[src/rtl/stsbus_pkg.sv]
package stsbus_pkg;

    typedef enum logic [2:0] {
        ST_BOOT       = 3'd0,
        ST_ADDR_IDLE  = 3'd1,
        ST_ADDR_DRIVE = 3'd2,
        ST_POLL_WAIT  = 3'd3,
        ST_POLL_DRIVE = 3'd4
    } arb_state_e;

    localparam logic MODE_ADDRESSED = 1'b0;
    localparam logic MODE_POLLED    = 1'b1;

endpackage

[src/rtl/stsbus_mode_latch.sv]
module stsbus_mode_latch (
    input  logic clk,
    input  logic rst_n,
    input  logic arb_mode,
    output logic poll_mode
);

    logic mode_q;

    // The mode is captured on every clock while reset is held and frozen afterwards.
    always_ff @(posedge clk) begin
        if (!rst_n) begin
            mode_q <= arb_mode;
        end
    end

    assign poll_mode = mode_q;

endmodule

[src/rtl/stsbus_addr_match.sv]
module stsbus_addr_match #(
    parameter int ID_W   = 3,
    parameter int ADDR_W = 5
) (
    input  logic [ID_W-1:0]   dev_id,
    input  logic [ADDR_W-1:0] sel_addr,
    input  logic              sel_strobe,
    output logic              hit,
    output logic              miss
);

    localparam int FIELD_LSB = ADDR_W - ID_W;

    logic [ID_W-1:0] field;
    logic            same;

    assign field = sel_addr[ADDR_W-1:FIELD_LSB];
    assign same  = (field == dev_id);
    assign hit   = sel_strobe && same;
    assign miss  = sel_strobe && !same;

endmodule

[src/rtl/stsbus_fsm.sv]
module stsbus_fsm
    import stsbus_pkg::*;
(
    input  logic clk,
    input  logic rst_n,
    input  logic poll_mode,
    input  logic ring_master,
    input  logic tok_in,
    input  logic hit,
    input  logic miss,
    output logic drive,
    output logic tok_out,
    output logic sync_pulse
);

    arb_state_e state_q;
    arb_state_e state_d;

    always_ff @(posedge clk or negedge rst_n) begin
        if (!rst_n) begin
            state_q <= ST_BOOT;
        end else begin
            state_q <= state_d;
        end
    end

    always_comb begin
        state_d = state_q;
        unique case (state_q)
            ST_BOOT: begin
                if (poll_mode == MODE_POLLED) begin
                    state_d = (ring_master || tok_in) ? ST_POLL_DRIVE : ST_POLL_WAIT;
                end else begin
                    state_d = hit ? ST_ADDR_DRIVE : ST_ADDR_IDLE;
                end
            end
            ST_ADDR_IDLE: begin
                if (hit) begin
                    state_d = ST_ADDR_DRIVE;
                end
            end
            ST_ADDR_DRIVE: begin
                if (miss) begin
                    state_d = ST_ADDR_IDLE;
                end
            end
            ST_POLL_WAIT: begin
                if (tok_in) begin
                    state_d = ST_POLL_DRIVE;
                end
            end
            ST_POLL_DRIVE: begin
                if (!tok_in) begin
                    state_d = ST_POLL_WAIT;
                end
            end
            default: state_d = ST_BOOT;
        endcase
    end

    always_comb begin
        drive      = 1'b0;
        tok_out    = 1'b0;
        sync_pulse = 1'b0;
        unique case (state_q)
            ST_BOOT, ST_ADDR_IDLE, ST_POLL_WAIT: begin
                drive = 1'b0;
            end
            ST_ADDR_DRIVE: begin
                drive = 1'b1;
            end
            ST_POLL_DRIVE: begin
                drive      = 1'b1;
                tok_out    = 1'b1;
                sync_pulse = ring_master;
            end
            default: drive = 1'b0;
        endcase
    end

endmodule

[src/rtl/stsbus_drive.sv]
module stsbus_drive #(
    parameter int NQ = 4
) (
    input  logic          drive,
    input  logic [NQ-1:0] q_status,
    output logic [NQ-1:0] bus_data,
    output logic [NQ-1:0] bus_oe
);

    for (genvar i = 0; i < NQ; i++) begin : gen_bit
        assign bus_data[i] = drive & q_status[i];
        assign bus_oe[i]   = drive;
    end

endmodule

[src/rtl/stsbus_arb.sv]
module stsbus_arb #(
    parameter int NQ     = 4,
    parameter int ID_W   = 3,
    parameter int ADDR_W = 5
) (
    input  logic              clk,
    input  logic              rst_n,
    input  logic              arb_mode,
    input  logic              ring_master,
    input  logic [ID_W-1:0]   dev_id,
    input  logic [ADDR_W-1:0] sel_addr,
    input  logic              sel_strobe,
    input  logic              tok_in,
    input  logic [NQ-1:0]     q_status,
    output logic [NQ-1:0]     bus_data,
    output logic [NQ-1:0]     bus_oe,
    output logic              tok_out,
    output logic              sync_pulse
);

    logic poll_mode_q;
    logic hit;
    logic miss;
    logic drive;

    stsbus_mode_latch u_mode (
        .clk       (clk),
        .rst_n     (rst_n),
        .arb_mode  (arb_mode),
        .poll_mode (poll_mode_q)
    );

    stsbus_addr_match #(
        .ID_W   (ID_W),
        .ADDR_W (ADDR_W)
    ) u_match (
        .dev_id     (dev_id),
        .sel_addr   (sel_addr),
        .sel_strobe (sel_strobe),
        .hit        (hit),
        .miss       (miss)
    );

    stsbus_fsm u_fsm (
        .clk         (clk),
        .rst_n       (rst_n),
        .poll_mode   (poll_mode_q),
        .ring_master (ring_master),
        .tok_in      (tok_in),
        .hit         (hit),
        .miss        (miss),
        .drive       (drive),
        .tok_out     (tok_out),
        .sync_pulse  (sync_pulse)
    );

    stsbus_drive #(
        .NQ (NQ)
    ) u_drive (
        .drive    (drive),
        .q_status (q_status),
        .bus_data (bus_data),
        .bus_oe   (bus_oe)
    );

endmodule

[config.mk]
export PLATFORM = sky130hd
export DESIGN_NAME = stsbus_arb
export DESIGN_NICKNAME = d
export VERILOG_FILES = /design/src/rtl/stsbus_pkg.sv /design/src/rtl/stsbus_mode_latch.sv /design/src/rtl/stsbus_addr_match.sv /design/src/rtl/stsbus_fsm.sv /design/src/rtl/stsbus_drive.sv /design/src/rtl/stsbus_arb.sv
export SDC_FILE = /design/constraint.sdc
export NUM_CORES = 1
export LEC_CHECK = 0
export CORE_AREA = 2 2 39 41
export CTS_CLUSTER_DIAMETER = 50
export DETAILED_ROUTE_END_ITERATION = 12
export DIE_AREA = 0 0 41 43
export HOLD_SLACK_MARGIN = 0.02
export PLACE_DENSITY = 0.73
export RECOVER_POWER = 50
export SLEW_MARGIN = 0
export SYNTH_ARGS = -nofsm -noshare
export SYNTH_HDL_FRONTEND = slang
export SYNTH_HIERARCHICAL = 1
export SYNTH_SLANG_ARGS = --single-unit
[constraint.sdc]
create_clock -name clk -period 2.4 [get_ports clk]
set_input_delay 0.72 -clock clk [delete_from_list [all_inputs] [get_ports clk]]
set_output_delay 0.72 -clock clk [all_outputs]
set_load 0.01 [all_outputs]
; ---- Yosys cells after proc, flatten, opt, wreduce, memory -nomap -nowiden
; Index checks and enable logic that the tools add are counted.
[word_totals]
reg_bits = 4
input_bits = 18
output_inout_bits = 10
wordCells = 33
[classes]
n_eq_ne = 9
mux = 11
bitwise = 4
reduce_logical = 7
[op_table]
columns = cell, n
row1 = $mux W3, 6
row2 = $pmux W3 S5, 1
row3 = $eq A3 B2 Y1 const B, 2
row4 = $ne A2 B2 Y1 const B, 3
row5 = $and A1 B1 Y1, 4
row6 = $reduce_and A4 Y1, 1
row7 = $eq A3 B1 Y1 const B, 1
row8 = $eq A3 B3 Y1, 1
row9 = $eq A3 B3 Y1 const B, 1
row10 = $logic_not A3 Y1, 1
row11 = $mux W1, 3
row12 = $logic_and A1 B1 Y1, 2
row13 = $mux W2, 1
row14 = $ne A2 B1 Y1 const B, 1
row15 = $reduce_or A2 Y1, 1
row16 = $logic_not A1 Y1, 1
row17 = $logic_or A1 B1 Y1, 1

; ---- Logic depth before layout (Yosys ltp)
; Gate-level depths: netlist of the first run.
[logic_depth]
word_depth = 5
mapped_depth = 6
ltp_nobuf = 6

; ---- By module
; The synthesis of the first run kept the hierarchy.
[modules_own_cells]
columns = mod, instances, cells_per_inst, area_per_inst_um2, seq_area_each_um2
row1 = stsbus_fsm, 1, 33, 290.3, 75.1
row2 = stsbus_drive, 1, 8, 55.1, 0.0
row3 = stsbus_addr_match, 1, 6, 45.0, 0.0
row4 = stsbus_mode_latch, 1, 2, 33.8, 30.0

; ---- Worst setup path before layout of the first run
; No wires, ideal clock.
[synth_path]
path_type = input to register
from = in dev_id[2]
to = reg u_fsm.state_q[1]
setup_ps = 82
arrival_time_ps = 1755
setup_slack_ps = 563
stages = 6
n_path_buf = 0
cell_sequence = xnor2_1 -> and4_1 -> and2b_1 -> o22ai_1 -> o2bb2a_2 -> a31oi_1
[synth_between]
elab_chain_cells = 5
word_cells_on_any_way = 10
classes_between = eq/ne (3) / mux (3) / reduce/logical (4)
[synth_lines]
columns = element, line
row1 = "start, declared", stsbus_arb.sv:10  ; input logic [ID_W-1:0] dev_id,
row2 = $eq A3 B3 Y1 (*), stsbus_addr_match.sv:18  ; assign same = (field == dev_id);
row3 = $logic_and A1 B1 Y1 (*), stsbus_addr_match.sv:19  ; assign hit = sel_strobe && same;
row4 = named net hit, stsbus_arb.sv:22  ; logic hit;
row5 = $mux W2, stsbus_fsm.sv:34  ; state_d = hit ? ST_ADDR_DRIVE : ST_ADDR_IDLE;
row6 = $mux W3, stsbus_fsm.sv:31  ; if (poll_mode == MODE_POLLED) begin
row7 = $pmux W3 S5, stsbus_fsm.sv:29  ; unique case (state_q)
row8 = "end signal, assigned", stsbus_fsm.sv:23  ; state_q <= state_d;
row9 = "end, declared", stsbus_fsm.sv:16  ; arb_state_e state_q;
; The timed path passes the listed nets; every way through them passes the cells marked *.
; A chain may end at the register's enable or synchronous reset.

; ---- Final worst setup path of the first run
[layout_path]
from = in q_status[0]
to = out bus_data[0]
[layout_between]
elab_chain_cells = 1
[layout_lines]
columns = element, line
row1 = "start, declared", stsbus_arb.sv:14  ; input logic [NQ-1:0] q_status,
row2 = $and A1 B1 Y1, stsbus_drive.sv:11  ; assign bus_data[i] = drive & q_status[i];
row3 = "end, declared", stsbus_arb.sv:15  ; output logic [NQ-1:0] bus_data,
; Every way passes these cells.

==> summary.md, run 1 <==
| Metric | Value |
|---|---|
| Syn avg cell area | 8.66 sq um |
| Crit path launch type | input port |
| Clk pwr share | 0.115 |
| Status | complete, no violations |
| Final slew viol count | 0 |
| Die span in x | about 41 microns |
| Synth Cell Area | ~420 sq um |
| Worst Tran Pin Value | 0.394 ns |
| Std cell rows | 14 |
| Syn nets | 67 |
| Initial drt markers | 4 |
| Final hold viol count | 0 |
| Cts hold-fix bufs | 0 |
| Share of cells above drive strength 1 | 0.187 |
| Maxcap violations | 0 |
| Routed Wire Length | between 900 and 1000 microns |
| Core ar. | 1380 sq um |
| Routability congestion estimate | 0.804 |
| Die Area | 1760 sq um |
| Ys async rst share | 0.750 |
| Vias in the first global route | 390 |
| 1st-pass router iterations | 4 |
| Pleak | 0.303 nW |
| Seq cells post-synth | 4 |
| Number of routed nets with antenna violations | 0 |
| RSZ-0062 raised after global routing | no |
| Post-DP HPWL | approximately 750 microns |
| Overall Power | 777 uW |
| Final WS setup | 0.0351 ns |
| Postcts setup bufs | 0 |
| Main area contributors after synthesis | dfrtp_1 18%, buf_4 11%, xnor2_1 8.3%, edfxtp_1 7.1%, and2_1 5.9% |
| EDFF count, synth | 1 |
| Clock transition at path regs | 0.04 ns |
| Initial antenna violation count | 0 |
| Post-synthesis sequential area ratio | 0.248 |
| Max Buffers Root-to-Sink | 2 |
| Largest net degree at the start of global routing | 10 |
| Inserted Clock Buffers | 3 |
| Number of port buffers | 25 |
| Ys Warns | 6 |
| Synth area leader | dfrtp_1 |
| Non-filler cells, final | 91 |
| Initial Util | 0.307 |
| WHS | 0.627 ns |
| Max-slew headroom | 0.738 |
| Arrival time worst endpoint | roughly 1.6 ns |
| Share of the synthesized area in the top cell type | 0.177 |
| Clock skew | 0.00251 ns |
| Comb pwr share | 0.702 |
| WL/cell | 9.98 microns |
| Die height | 43 microns |
| PwrDens | 1120 nW/um^2 |
| Vias per Instance | 4.95 |
| First-pass GRT wire length | 1480 microns |
| Placed cells | 87 |
| Peak fanout along the critical path | 1 |
| Distinct cells, synth | 26 |
| Fin crit period | 2.36 ns |
| Crit Path Class | input port to output pin |
| Final setup fails | 0 |
| # fillers | around 140 |
| Hold Crit Class | flip-flop to flip-flop |
| # nets final | 94 |
| Worst IR Drop VDD | approximately 0.00052 V |
| Area grow syn2layout | 63.7% |
| FMAX | 423 MHz |
| DRC viols | 0 |
| # IOs | 28 |
| CTS root buffer | clkbuf_4 |
| Critical Path RT | 1.68 ns |
| Clock latency reported for the late side of the worst-skew pair | 0.23 ns |
| Cell Int Power | 462 uW |
| Crit. End Element | output pin |
| ANT cells | 0 |
| Maximum level of the CTS H-tree | 1 |
| CTS tree | yes |
| Vias | 450 |
| Post-synth top flop | dfrtp_1 |
| Setup_tns | 0 ns |
| Total clock sinks | 4 |
| Fin crit share | 0.985 |
| Dpl ws | -0.179 ns |
| Psw | 315 uW |
| Cells after synthesis | 49 |
| Sw Share | 0.406 |
| All-Layer GR Usage | 0.125 |
| Sequential share of power | 0.182 |
| Total gr overflow | 0 |
==> metrics by stage <==
step	utilization	instance area (sq um)
6_report	0.502	694
2_1_floorplan	-	424
4_1_cts	0.499	691
5_1_grt	0.502	694
3_5_place_dp	0.483	668
3_3_place_gp	0.483	668
==> power by group through the flow <==
stage | Combinational, mW | Sequential (mW) | Clock (mW)
floorplan | 0.436 | 0.107 | 0
global route | 0.600 | 0.147 | 0.102
global placement | 0.550 | 0.138 | 0
detailed placement | 0.557 | 0.137 | 0
CTS | 0.540 | 0.137 | 0.0945
finish | 0.546 | 0.142 | 0.0895
==> cells in the final DEF, fill, tap and decap left out, types with 2 or more instances in the layout <==
| cell | instances |
|---|---|
| a21oi_1 | 4 |
| a31oi_1 | 3 |
| and2_1 | 4 |
| and3_1 | 2 |
| buf_4 | 4 |
| clkbuf_4 | 3 |
| clkdlybuf4s50_1 | 15 |
| dfrtp_1 | 3 |
| dlygate4sd2_1 | 5 |
| dlygate4sd3_1 | 5 |
| inv_1 | 2 |
| inv_2 | 2 |
| nor2_4 | 2 |
| nor3_1 | 2 |
| xnor2_1 | 4 |
==> cells in the mapped netlist, drive strengths merged, types with 2 or more instances <==
cell,count
buf,7
a21oi,5
and2,4
inv,4
xnor2,4
a31oi,3
dfrtp,3
nor2,3
and3,2
nor3,2
==> kinds of logic after synthesis <==
group	synth area share
simple gates	0.254
compound gates	0.224
buf+inv	0.168
xor+xnor	0.0826
flops	0.248
mux	0.0236
==> final timing paths <==
kind | start | endpoint | slack [ns] | cells past startpoint
max in group asynchronous | rst_n | u_fsm/state_q[1] | 1.48 | 1
min in group asynchronous | rst_n | u_fsm/state_q[2] | 0.75 | 1
worst min-delay path | u_mode/poll_mode | u_fsm/state_q[2] | 0.63 | 2
worst max-delay path | q_status[0] | bus_data[0] | 0.04 | 3
worst max register to register | u_fsm/state_q[0] | u_fsm/state_q[1] | 1.02 | 4
worst min register to register | u_mode/poll_mode | u_fsm/state_q[2] | 0.63 | 2
==> layout make-up <==
cell class                 instances  area [sq um]  area share
multi-input combinational         34           254       0.366
clock buffer                       4          26.3      0.0378
tap                               16          20.0      0.0288
sequential                         4           105       0.151
inverter                           4          15.0      0.0216
timing repair buffer              29           274       0.395
==> layer usage <==
| layer | vias to the layer above | wire (microns) | GRT usage |
|---|---|---|---|
| met3 | 0 | 114 | 0.0262 |
| met5 | - | 0 | 0 |
| met2 | 28 | 457 | 0.200 |
| met4 | 0 | 0 | 0.100 |
| met1 | 196 | 336 | 0.130 |
| li1 | 226 | - | - |
==> critical path, stage by stage <==
cell and delay (ns):
dlygate4sd3_1 0.52, and2_1 0.13, dlygate4sd2_1 0.27
==> state kept, by name (all words and copies together), names as in the netlist <==
register,count
u_mode/poll_mode,1
u_fsm/state_q,3
==> timing repair <==
action / 4_1_cts / 5_1_grt
gates resized for setup: 6 / 1
hold endpoints to repair: 0 / 0
setup endpoints to repair: 9 / 2
Note: power is estimated with default switching activity, not from simulation.
==> run 2: changes to the inputs <==
--- a/config.mk
+++ b/config.mk
@@ -12,7 +12,7 @@
 export HOLD_SLACK_MARGIN = 0.02
 export PLACE_DENSITY = 0.73
 export RECOVER_POWER = 50
-export SLEW_MARGIN = 0
+export SLEW_MARGIN = 30
 export SYNTH_ARGS = -nofsm -noshare
 export SYNTH_HDL_FRONTEND = slang
 export SYNTH_HIERARCHICAL = 1
==> results of run 2 <==
Same layout as run 1: the final DEF is identical, and so are final timing and power.
